==> src/rtl/llsc_pkg.sv <==
package llsc_pkg;
  typedef enum logic [1:0] {
    KIND_READ  = 2'b00,
    KIND_WRITE = 2'b01,
    KIND_LINK  = 2'b10,
    KIND_COND  = 2'b11
  } req_kind_e;
endpackage

==> src/rtl/llsc_rr_alloc.sv <==
module llsc_rr_alloc #(
  parameter int DEPTH = 4
) (
  input  logic             clk,
  input  logic             rst_n,
  input  logic             req,
  output logic [DEPTH-1:0] grant
);
  localparam int PTR_W = (DEPTH > 1) ? $clog2(DEPTH) : 1;
  localparam logic [PTR_W-1:0] LAST = PTR_W'(DEPTH - 1);

  logic [PTR_W-1:0] ptr_q;

  always_ff @(posedge clk) begin
    if (!rst_n)
      ptr_q <= '0;
    else if (req)
      ptr_q <= (ptr_q == LAST) ? '0 : ptr_q + 1'b1;
  end

  for (genvar g = 0; g < DEPTH; g++) begin : g_grant
    assign grant[g] = req && (ptr_q == PTR_W'(g));
  end
endmodule

==> src/rtl/llsc_entry.sv <==
module llsc_entry
  import llsc_pkg::*;
#(
  parameter int LINE_W  = 8,
  parameter int AGENT_W = 2
) (
  input  logic               clk,
  input  logic               rst_n,
  input  logic               inv_valid,
  input  logic [LINE_W-1:0]  inv_line,
  input  logic [AGENT_W-1:0] inv_agent,
  input  logic               cmp_valid,
  input  req_kind_e          cmp_kind,
  input  logic [LINE_W-1:0]  cmp_line,
  input  logic [AGENT_W-1:0] cmp_agent,
  input  logic               fill_en,
  output logic               hit,
  output logic               own_lock
);
  logic               vld_q, lck_q;
  logic [LINE_W-1:0]  tag_q;
  logic [AGENT_W-1:0] own_q;
  logic               vld_d, lck_d;
  logic [LINE_W-1:0]  tag_d;
  logic [AGENT_W-1:0] own_d;
  logic               inv_clr, lck_mid;

  // invalidation is resolved before the completion looks at the lock
  assign inv_clr  = inv_valid && vld_q && lck_q && (tag_q == inv_line) && (own_q == inv_agent);
  assign lck_mid  = lck_q && !inv_clr;
  assign hit      = cmp_valid && vld_q && (tag_q == cmp_line);
  assign own_lock = lck_mid && (own_q == cmp_agent);

  always_comb begin
    vld_d = vld_q;
    tag_d = tag_q;
    own_d = own_q;
    lck_d = lck_mid;
    if (fill_en) begin
      vld_d = 1'b1;
      tag_d = cmp_line;
      lck_d = 1'b1;
      own_d = cmp_agent;
    end else if (hit) begin
      unique case (cmp_kind)
        KIND_LINK: begin
          lck_d = 1'b1;
          own_d = cmp_agent;
        end
        KIND_COND:  lck_d = 1'b0;
        KIND_WRITE: if (own_lock) lck_d = 1'b0;
        default: ;
      endcase
    end
  end

  always_ff @(posedge clk) begin
    if (!rst_n) begin
      vld_q <= 1'b0;
      lck_q <= 1'b0;
      tag_q <= '0;
      own_q <= '0;
    end else begin
      vld_q <= vld_d;
      lck_q <= lck_d;
      tag_q <= tag_d;
      own_q <= own_d;
    end
  end
endmodule

==> src/rtl/llsc_monitor.sv <==
module llsc_monitor
  import llsc_pkg::*;
#(
  parameter int DEPTH   = 4,
  parameter int LINE_W  = 8,
  parameter int AGENT_W = 2
) (
  input  logic               clk,
  input  logic               rst_n,
  input  logic               cmp_valid,
  input  logic [1:0]         cmp_kind,
  input  logic [LINE_W-1:0]  cmp_line,
  input  logic [AGENT_W-1:0] cmp_agent,
  input  logic               inv_valid,
  input  logic [LINE_W-1:0]  inv_line,
  input  logic [AGENT_W-1:0] inv_agent,
  output logic               res_valid,
  output logic               res_success,
  output logic               res_commit
);
  req_kind_e        kind;
  logic [DEPTH-1:0] hit_vec, lock_vec, fill_vec;
  logic             any_hit, sc_ok, fill_req;
  logic             succ_d, commit_d;

  assign kind     = req_kind_e'(cmp_kind);
  assign any_hit  = |hit_vec;
  assign sc_ok    = |(hit_vec & lock_vec);
  assign fill_req = cmp_valid && (kind == KIND_LINK) && !any_hit;

  llsc_rr_alloc #(.DEPTH(DEPTH)) u_alloc (
    .clk   (clk),
    .rst_n (rst_n),
    .req   (fill_req),
    .grant (fill_vec)
  );

  for (genvar g = 0; g < DEPTH; g++) begin : g_entry
    llsc_entry #(.LINE_W(LINE_W), .AGENT_W(AGENT_W)) u_entry (
      .clk       (clk),
      .rst_n     (rst_n),
      .inv_valid (inv_valid),
      .inv_line  (inv_line),
      .inv_agent (inv_agent),
      .cmp_valid (cmp_valid),
      .cmp_kind  (kind),
      .cmp_line  (cmp_line),
      .cmp_agent (cmp_agent),
      .fill_en   (fill_vec[g]),
      .hit       (hit_vec[g]),
      .own_lock  (lock_vec[g])
    );
  end

  always_comb begin
    succ_d   = 1'b1;
    commit_d = 1'b0;
    unique case (kind)
      KIND_WRITE: commit_d = 1'b1;
      KIND_COND: begin
        succ_d   = !any_hit || sc_ok;
        commit_d = succ_d;
      end
      default: ;
    endcase
  end

  always_ff @(posedge clk) begin
    if (!rst_n) begin
      res_valid   <= 1'b0;
      res_success <= 1'b0;
      res_commit  <= 1'b0;
    end else begin
      res_valid   <= cmp_valid;
      res_success <= cmp_valid && succ_d;
      res_commit  <= cmp_valid && commit_d;
    end
  end
endmodule

==> config.mk <==
export PLATFORM = sky130hd
export DESIGN_NAME = llsc_monitor
export DESIGN_NICKNAME = d
export VERILOG_FILES = /design/src/rtl/llsc_pkg.sv /design/src/rtl/llsc_rr_alloc.sv /design/src/rtl/llsc_entry.sv /design/src/rtl/llsc_monitor.sv
export SDC_FILE = /design/constraint.sdc
export NUM_CORES = 1
export LEC_CHECK = 0
export BUFFER_PORTS_ARGS = -buffer_cell sky130_fd_sc_hd__buf_4
export CORE_MARGIN = 2
export CORE_UTILIZATION = 64
export DETAILED_ROUTE_END_ITERATION = 7
export GPL_ROUTABILITY_DRIVEN = 0
export PLACE_DENSITY = 0.86
export SLEW_MARGIN = 40
export SYNTH_ARGS = -nofsm -noshare
export SYNTH_HDL_FRONTEND = slang
export SYNTH_HIERARCHICAL = 1
export SYNTH_SLANG_ARGS = --single-unit
==> constraint.sdc <==
create_clock -name clk -period 4.48 [get_ports clk]
set_input_delay 0.896 -clock clk [delete_from_list [all_inputs] [get_ports clk]]
set_output_delay 0.896 -clock clk [all_outputs]
set_load 0.03 [all_outputs]
* After elaboration in Yosys (flattened, before gate mapping)
Cells that the tools add are included. Widths: inputs -> output; s select.
Cells by class: add/sub/neg operators 1, equality and inequality tests 22, multiplexer cells 28, bitwise logic cells 1, reductions and logical operators 61
Operators with widths (count):
- $eq 8x8->1 | 8
- $logic_and 1x1->1 | 40
- $mux 2 | 10
- $eq 2x2->1 | 8
- $reduce_bool 2->1 | 8
- $mux 1 | 13
- $pmux 1 s3 | 4
- $eq 2x2->1 const B | 4
- $reduce_and 2->1 | 4
- $reduce_or 4->1 | 2
- $logic_not 1->1 | 5
- $and 4x4->4 | 1
- $eq 2x1->1 const B | 2
- $add 2x1->2 const B | 1
- $logic_not 2->1 | 1
- $pmux 1 s2 | 1
- $logic_or 1x1->1 | 1
Word-level totals: flip-flop bits (word level) 53, input port bits 26

* Logic depth before layout (Yosys ltp)
Gate-level depths: netlist of the first run.
word-level depth 12, mapped depth 9, gate-level depth less buffers 8

* By module
Netlist of the first run, hierarchy kept.
Modules (own cells, without submodules):
- llsc_entry | times used 4, cells an instance 73, area each 676.9 µm², seq. area each 240.2 µm²
- llsc_rr_alloc | times used 1, cells an instance 17, area each 170.2 µm², seq. area each 40.0 µm²
- llsc_monitor | times used 1, cells an instance 14, area each 151.4 µm², seq. area each 60.1 µm²

* Least setup slack after synthesis of the first run
OpenSTA, ideal clock, no wires.
path kind input to register, from in cmp_line[1], to reg g_entry[0].u_entry.tag_q[0], arrival 2.905 ns, data required time 4.362 ns, path slack 1.457 ns, cell stages on the path 9, path buffers 1, cell sequence xnor2_1 > nand4_1 > nor3_1 > or4_4 > nor3_2 > and2_2 > clkbuf_1 > mux2i_1 > nor2_1
On the way: cells in the longest elaborated chain, start to end 6, elaborated cells on any way between the ends 12, classes of those cells eq/ne: 4; reduce/logical: 8
RTL lines:
- start, declared | RTL line llsc_monitor.sv:12 | input logic [LINE_W-1:0] cmp_line,
- $eq 8x8->1 | RTL line llsc_entry.sv:31 | assign hit = cmp_valid && vld_q && (tag_q == cmp_line);
- $logic_and 1x1->1 | RTL line llsc_entry.sv:31
- named net hit_vec[3] | RTL line llsc_monitor.sv:22 | logic [DEPTH-1:0] hit_vec, lock_vec, fill_vec;
- $reduce_or 4->1 | RTL line llsc_monitor.sv:27 | assign any_hit = |hit_vec;
- $logic_not 1->1 | RTL line llsc_monitor.sv:29 | assign fill_req = cmp_valid && (kind == KIND_LINK) && !any_hit;
- $logic_and 1x1->1 | RTL line llsc_monitor.sv:29
- named net fill_req | RTL line llsc_monitor.sv:23 | logic any_hit, sc_ok, fill_req;
- $logic_and 1x1->1 | RTL line llsc_rr_alloc.sv:22 | assign grant[g] = req && (ptr_q == PTR_W'(g));
- named net fill_vec[0] | RTL line llsc_monitor.sv:22
- end signal, assigned | RTL line llsc_entry.sv:66 | tag_q <= tag_d;
- end, declared | RTL line llsc_entry.sv:21 | logic [LINE_W-1:0] tag_q;
The timed path passes the listed nets, and every way through them passes these cells. A chain may end at the register's enable or synchronous reset.

* Final worst setup path of the first run
from in cmp_line[1], to reg g_entry[1].u_entry.lck_q
On the way: cells in the longest elaborated chain, start to end 7, elaborated cells on any way between the ends 14, classes of those cells eq/ne: 4; mux: 2; reduce/logical: 8
RTL lines:
- $eq 8x8->1 | RTL line llsc_entry.sv:31
- $logic_and 1x1->1 | RTL line llsc_entry.sv:31
- named net hit_vec[2] | RTL line llsc_monitor.sv:22
- $reduce_or 4->1 | RTL line llsc_monitor.sv:27
- $logic_not 1->1 | RTL line llsc_monitor.sv:29
- $logic_and 1x1->1 | RTL line llsc_monitor.sv:29
- named net fill_req | RTL line llsc_monitor.sv:23
- $logic_and 1x1->1 | RTL line llsc_rr_alloc.sv:22
- named net fill_vec[1] | RTL line llsc_monitor.sv:22
- $mux 1 | RTL line llsc_entry.sv:39 | if (fill_en) begin
- end signal, assigned | RTL line llsc_entry.sv:65 | lck_q <= lck_d;
- end, declared | RTL line llsc_entry.sv:20 | logic vld_q, lck_q;
The timed path passes the listed nets, and every way through them passes these cells.

==> impl_metrics.yaml, run 1 <==
timing:
  finalCritPeriodShare_pct: 68.7
  slew_viol_final: 0
  grt_setup_unrepaired: "false"
  tightest_slew_ns: 0.634
  fmax_mhz: 325
  maxSlewHeadroom_pct: 57.4
  finalCriticalPeriod_ns: 3.08
  hold_viol_final: 0
  timing.setup.tns_ns: 0
  setup_violations: 0
  fin_skew_ns: 0.00543
drt:
  drt_pre_antenna_iters: 4
  via_count: 2375
  drtIter0Drc: 223
  via_per_inst: 5.81
  wl_per_cell_um: 16.5
  drc: 0
  antenna_left: 0
  drt-total-wl_um: 6740
layout:
  design_area_um2: 3380
  drive_above_1_share_pct: 13.2
  seqCellArea_um2: 1060
  syn_to_final_growth_pct: 11.4
  fin_util_pct: 72.9
  nets: 384
  n_antenna_cell: 0
  fill_cells: 338
  multi_input_area_um2: 1910
logic_synthesis:
  ys_seq_area_share_pct: 35.0
  async_reset_ff_share_pct: 0
  muxShareOfSynthArea_pct: 13.5
  synth_xor_area_share_pct: 23.1
  synth_simple_gate_area_share_pct: 17.3
  synth_area_um2: 3030
  syn-instance-count: 323
  synth_top_family_by_area: "XOR/XNOR gates"
  synth_area_leader_cell: "dfxtp_1"
  synth_edf_count: 0
  synthTopCellsByCount: "dfxtp_1, xnor2_1, mux2i_1"
  yosysTopAreaCellShare_pct: 35.0
  ys_types: 29
  synth-adder-area-share_pct: 1.65
  netlist_top_cells_area: "dfxtp_1, xnor2_1, mux2i_1"
  synth_warnings: 6
  synth_nets: 353
  synth-seq-cells: 53
  synth_top_flop_cell: "dfxtp_1"
  syn_avg_cell_area_um2: 9.38
  synth_compound_area_share_pct: 7.43
  yosysMostFrequentCell: "dfxtp_1"
grt:
  grt_max_degree: 25
  antenna_found_initial: 0
  grt_pass1_vias: 2272
  grt_pass1_wl_um: 11200
  gr-total-overflow: 0
  track_usage_pct: 27.6
setup_path:
  critical_path_class: "in -> reg"
  regToRegStartpoint: "g_entry[2].u_entry/tag_q[1]"
  ff2ff_setup_slack_ns: 1.78
  cp_num_buf_inv: 1
  start_kind: "input pin"
  cp_data_arrival_time_ns: 3.30
  rr_endpoint: "g_entry[1].u_entry/lck_q"
  rr_worst_depth: 8
  cpPeakStageDelay_ns: 0.56
  cp_max_fo: 12
  crit_required_ns: 4.70
  cp_slowest_cell: "or4_4"
  cp_top_family: "simple AND/OR/NAND/NOR gates"
  critPathCaptureType: "flop"
  path_cells: "buf_4 > xnor2_1 > nand4_1 > nor3_1 > or4_4 > nor3_2 > and2_2 > and4b_1 > a211oi_1"
clocking:
  clk_latency_ns: 0.31
  clkTransAtPathRegs_ns: 0.09
  numCtsBuffers: 5
  clockBufferDepth: 2
  post_cts_resized: 0
  clockRootBuffer: "clkbuf_8"
  cts.sinks: 53
  h-tree-depth: 2
  cts_tree: "built"
  hold_buffers: 0
  cts_setup_buffers: 0
floorplan:
  die_w_um: 72.8
  coreArea_um2: 4630
  die_y_um: 72.8
  io_pins: 29
  start_util_pct: 65.4
  dieArea_um2: 5300
  num_rows: 25
worst_hold_path:
  hold_start: "g_entry[2].u_entry/lck_q"
  hold_depth: 2
  holdPathEnd: "g_entry[2].u_entry/lck_q"
  hold_path.class: "reg -> reg"
placement:
  port_buffers: 28
  place_area_um2: 3290
  place_hpwl_um: 5100
power:
  ir_drop_uv: 239
  finalPower_uw: 874
  cellPowerDensity_nw_per_um2: 259
  p_leak_nw: 1.26
run_status:
  outcome: "finished, final reports clean"
job:
  timing.max_cap.violations: 0
## state kept, by name (all words and copies together) (netlist names)
signal and flops:
g_entry.u_entry/lck_q 4, g_entry.u_entry/own_q 8, g_entry.u_entry/tag_q 32, g_entry.u_entry/vld_q 4, res_commit 1, res_success 1
res_valid 1, u_alloc/ptr_q 2
## cell type report
cell class / instances / share of cell area, %
well taps: 54 / 2.00
clock buffers: 7 / 2.26
multi-input cells: 255 / 56.6
inverters: 11 / 1.22
clock inverters: 1 / 0.222
repair buffers: 28 / 6.23
flip-flops and latches: 53 / 31.4
## placed cells by master (no fill, tap or decap), types with 2 or more instances in the layout
cell	count
nor3_1	8
clkbuf_8	5
nand4_1	8
inv_1	7
a41oi_2	2
a211oi_1	4
o21bai_1	4
xnor2_1	52
a22oi_1	2
a21oi_1	4
clkbuf_1	2
and2_2	4
a31oi_1	4
or4_1	4
nand2_1	18
o41ai_2	4
buf_4	28
nand3_1	13
clkinv_1	4
ha_1	4
mux2i_1	41
nor2b_1	2
and4b_1	4
nor2_1	40
dfxtp_1	53
xor2_1	28
## where the power goes
group | switching [mW] | internal [mW]
combinational | 0.0713 | 0.0538
sequential | 0.00633 | 0.478
clock | 0.154 | 0.111
## routing by layer
| metal | up-vias | wire length [um] | GRT usage, % |
|---|---|---|---|
| met5 | - | 0 | 0 |
| met4 | 0 | 106 | 7.82 |
| met3 | 12 | 340 | 5.25 |
| met2 | 64 | 3160 | 43.7 |
| met1 | 1132 | 3130 | 38.5 |
| li1 | 1167 | - | - |
## worst max path at each step
stage / start / to / slack, ns / cells after the start
4_1_cts: cmp_line[1] / g_entry[1].u_entry/lck_q / 1.44 / 9
2_1_floorplan: cmp_line[1] / g_entry[0].u_entry/tag_q[0] / 1.46 / 9
6_report: cmp_line[1] / g_entry[1].u_entry/lck_q / 1.40 / 9
3_3_place_gp: cmp_line[3] / g_entry[2].u_entry/lck_q / 1.23 / 9
5_1_grt: cmp_line[1] / g_entry[2].u_entry/lck_q / 1.28 / 9
3_5_place_dp: cmp_line[1] / g_entry[2].u_entry/lck_q / 1.15 / 9
## tightest hold or removal path, stage by stage (launching register included)
cell and delay (ns):
dfxtp_1 0.32, o41ai_2 0.06, a211oi_1 0.06
## kinds of logic (layout without fill, tap and decap cells)
| logic type | Yosys count | in the layout |
|---|---|---|
| buffers and inverters | 15 | 47 |
| xor gates and xnor gates | 80 | 80 |
| DFF | 53 | 53 |
| and+or+nand+nor | 105 | 105 |
| AOI/OAI and AO/OA | 25 | 25 |
| muxes | 41 | 41 |
| adders and majority gates | 4 | 4 |
## through the flow
step | setup slack, ns | instances | hold slack, ns
floorplan | 1.46 | 323 | 0.438
global placement | 1.23 | 401 | 0.458
detailed placement | 1.15 | 401 | 0.463
CTS | 1.44 | 409 | 0.480
global route | 1.28 | 409 | 0.504
finish | 1.40 | 409 | 0.478
No activity file was read; power rests on OpenSTA's default activity.
==> inputs of run 2 (changes only) <==
--- a/config.mk
+++ b/config.mk
@@ -5,12 +5,13 @@
 export SDC_FILE = /design/constraint.sdc
 export NUM_CORES = 1
 export LEC_CHECK = 0
+export ABC_AREA = 1
 export BUFFER_PORTS_ARGS = -buffer_cell sky130_fd_sc_hd__buf_4
 export CORE_MARGIN = 2
-export CORE_UTILIZATION = 64
+export CORE_UTILIZATION = 55
 export DETAILED_ROUTE_END_ITERATION = 7
 export GPL_ROUTABILITY_DRIVEN = 0
-export PLACE_DENSITY = 0.86
+export PLACE_DENSITY = 0.78
 export SLEW_MARGIN = 40
 export SYNTH_ARGS = -nofsm -noshare
 export SYNTH_HDL_FRONTEND = slang
==> constraint.sdc (replaced) <==
create_clock -name clk -period 2.8 [get_ports clk]
set_input_delay 0.56 -clock clk [delete_from_list [all_inputs] [get_ports clk]]
set_output_delay 0.56 -clock clk [all_outputs]
set_load 0.03 [all_outputs]
==> run 2 against run 1 <==
  * Global-route usage fell by 1.1 points
  * First-iteration DRC count shrank 6.3%
  * Non-clock buffer count is 4 higher
  * Total power up 73%
  * Sequential share of layout area is 5.7 points lower
  * Combinational power is 120% higher
  * Wire length increased by 39%
  * Count of clock-buffer cells in the layout is the same
  * Synthesized cell count grew 100%
  * Clock skew decreased by 0.00069 ns
  * Via count rose by 61%
  * Clock power is 69% higher
  * Highest routed layer unchanged
==> impl_metrics.yaml, run 2 <==
run_status:
  outcome: "finished, final reports clean"
setup_path:
  setup.worst_path.start: "cmp_line[0]"
  critical_path_class: "in -> reg"
  rr_worst_depth: 12
  crit_required_ns: 3.03
  cp_slowest_cell: "nor2_1"
  critPathCaptureType: "flop"
  path_cells: "buf_4 > inv_1 > or2_2 > nand3_1 > nor2_2 > and2_1 > nor2_1 > nand2_1 > nor2_1 > nand2_1 > inv_1 > buf_4 > o21ai_0 > a21oi_1"
  regToRegStartpoint: "g_entry[3].u_entry/tag_q[0]"
  cp_data_arrival_time_ns: 2.60
  rr_endpoint: "g_entry[1].u_entry/tag_q[3]"
  start_kind: "input pin"
  ff2ff_setup_slack_ns: 0.47
  cp_max_fo: 15
  cpPeakStageDelay_ns: 0.36
logic_synthesis:
  synth_area_um2: 3740
  synth_nets: 683
  async_reset_ff_share_pct: 0
  synth_area_leader_cell: "dfxtp_1"
  synth_top_flop_cell: "dfxtp_1"
  netlist_top_cells_area: "dfxtp_1, nand2_1, nor2_1"
  synthTopCellsByCount: "nand2_1, nor2_1, inv_1"
  yosysTopAreaCellShare_pct: 28.4
  synth-seq-cells: 53
  syn_avg_cell_area_um2: 5.72
  synth_warnings: 6
  ys_types: 23
  yosysMostFrequentCell: "nand2_1"
  synth_edf_count: 0
  syn-instance-count: 653
  ys_seq_area_share_pct: 28.4
floorplan:
  io_pins: 29
  dieArea_um2: 7470
  die_y_um: 86.4
  num_rows: 30
  coreArea_um2: 6680
  start_util_pct: 55.9
  die_w_um: 86.4
timing:
  fin_skew_ns: 0.00475
  finalCriticalPeriod_ns: 2.37
  timing.setup.tns_ns: 0
  setup_ws_ns: 0.429
  slew_viol_final: 0
  fmax_mhz: 422
  grt_setup_unrepaired: "false"
  maxSlewHeadroom_pct: 69.5
  hold_viol_final: 0
  finalCritPeriodShare_pct: 84.7
  tightest_slew_ns: 0.458
  setup_violations: 0
drt:
  drc: 0
  top_layer: "met4"
  drt-total-wl_um: 9390
  route.met3.wl_um: 546
  via_per_inst: 5.03
  wl_per_cell_um: 12.3
  drt_pre_antenna_iters: 5
  dr_wl_met2_um: 4280
  antenna_left: 0
  drtIter0Drc: 209
  m1WireLength_um: 4350
  via_count: 3835
clocking:
  cts_setup_buffers: 0
  hold_buffers: 0
  cts.sinks: 53
  post_cts_resized: 0
  h-tree-depth: 2
  cts_tree: "built"
  numCtsBuffers: 5
  clockBufferDepth: 2
  clkTransAtPathRegs_ns: 0.09
  clockRootBuffer: "clkbuf_8"
  clk_latency_ns: 0.31
layout:
  final_cell_mix: "nand2_1, nor2_1, inv_1"
  regMostFlops: "g_entry.u_entry/tag_q"
  mostFrequentLayoutCell: "nand2_1"
  nets: 713
  largest_register_ffs: 32
  syn_to_final_growth_pct: 10.3
  n_antenna_cell: 0
  reg_top3: "g_entry.u_entry/tag_q (32), g_entry.u_entry/own_q (8)"
  seqCellArea_um2: 1060
  stdcell_count: 763
  multi_input_area_um2: 2230
  fill_cells: 660
  drive_above_1_share_pct: 11.1
placement:
  dp_slack_ns: 0.163
  place_hpwl_um: 7160
  placedCellCount: 756
  port_buffers: 28
worst_hold_path:
  holdPathEnd: "g_entry[1].u_entry/vld_q"
  hold_path.class: "reg -> reg"
  hold_start: "g_entry[1].u_entry/vld_q"
  hold_depth: 2
grt:
  grt_max_degree: 48
  gr-total-overflow: 0
  antenna_found_initial: 0
  grt_pass1_wl_um: 15700
  grt_pass1_vias: 3474
  track_usage_pct: 26.5
power:
  cellPowerDensity_nw_per_um2: 366
  p_leak_nw: 2.17
  ir_drop_uv: 219
job:
  timing.max_cap.violations: 0
-- run 2: power breakdown --
group	internal, mW	switching (mW)
Combinational	0.102	0.174
Sequential	0.771	0.0145
Clock	0.197	0.251
-- run 2: per-layer routing --
metal / up-vias / global-route usage [%]
li1: 2034 / -
met2: 115 / 45.2
met5: - / 0
met4: 0 / 7.24
met1: 1667 / 34.6
met3: 19 / 4.48
-- run 2: how the worst max path moves through the flow --
stage                                       end  cells past startpoint
floorplan           g_entry[0].u_entry/tag_q[3]                     14
CTS                 g_entry[1].u_entry/tag_q[3]                     14
global route        g_entry[1].u_entry/tag_q[3]                     14
detailed placement  g_entry[2].u_entry/tag_q[1]                     14
global placement    g_entry[2].u_entry/tag_q[6]                     14
finish              g_entry[1].u_entry/tag_q[3]                     14
-- run 2: per-stage QoR --
step,hold WS (ns),cell area (um2),power [mW],util [%]
global route,0.528,4120,1.59,61.7
floorplan,0.456,3740,0.969,-
finish,0.499,4120,1.51,61.7
CTS,0.497,4120,1.52,61.7
global placement,0.478,4040,1.07,60.4
detailed placement,0.481,4040,1.08,60.4
-- run 2: critical path, delay by kind of cell --
kind | cells | cell delay (ns)
buffers and inverters | 4 | 0.46
AND/OR/NAND/NOR | 8 | 1.28
AO/OA/AOI/OAI | 2 | 0.31
-- run 2: logic make-up after synthesis --
logic type / count (synthesis) / share of synthesized area (%)
xor+xnor: 28 / 6.56
compound gates: 70 / 9.47
flops: 53 / 28.4
buf+inv: 118 / 12.0
fa+ha+maj: 4 / 1.34
simple gates: 380 / 42.2
-- run 2: area by class of cell --
type,count,area share [%]
timing repair buffer,32,5.83
sequential,53,25.7
multi-input combinational,482,54.0
tap,80,2.43
inverter,109,9.92
clock buffer,7,2.09
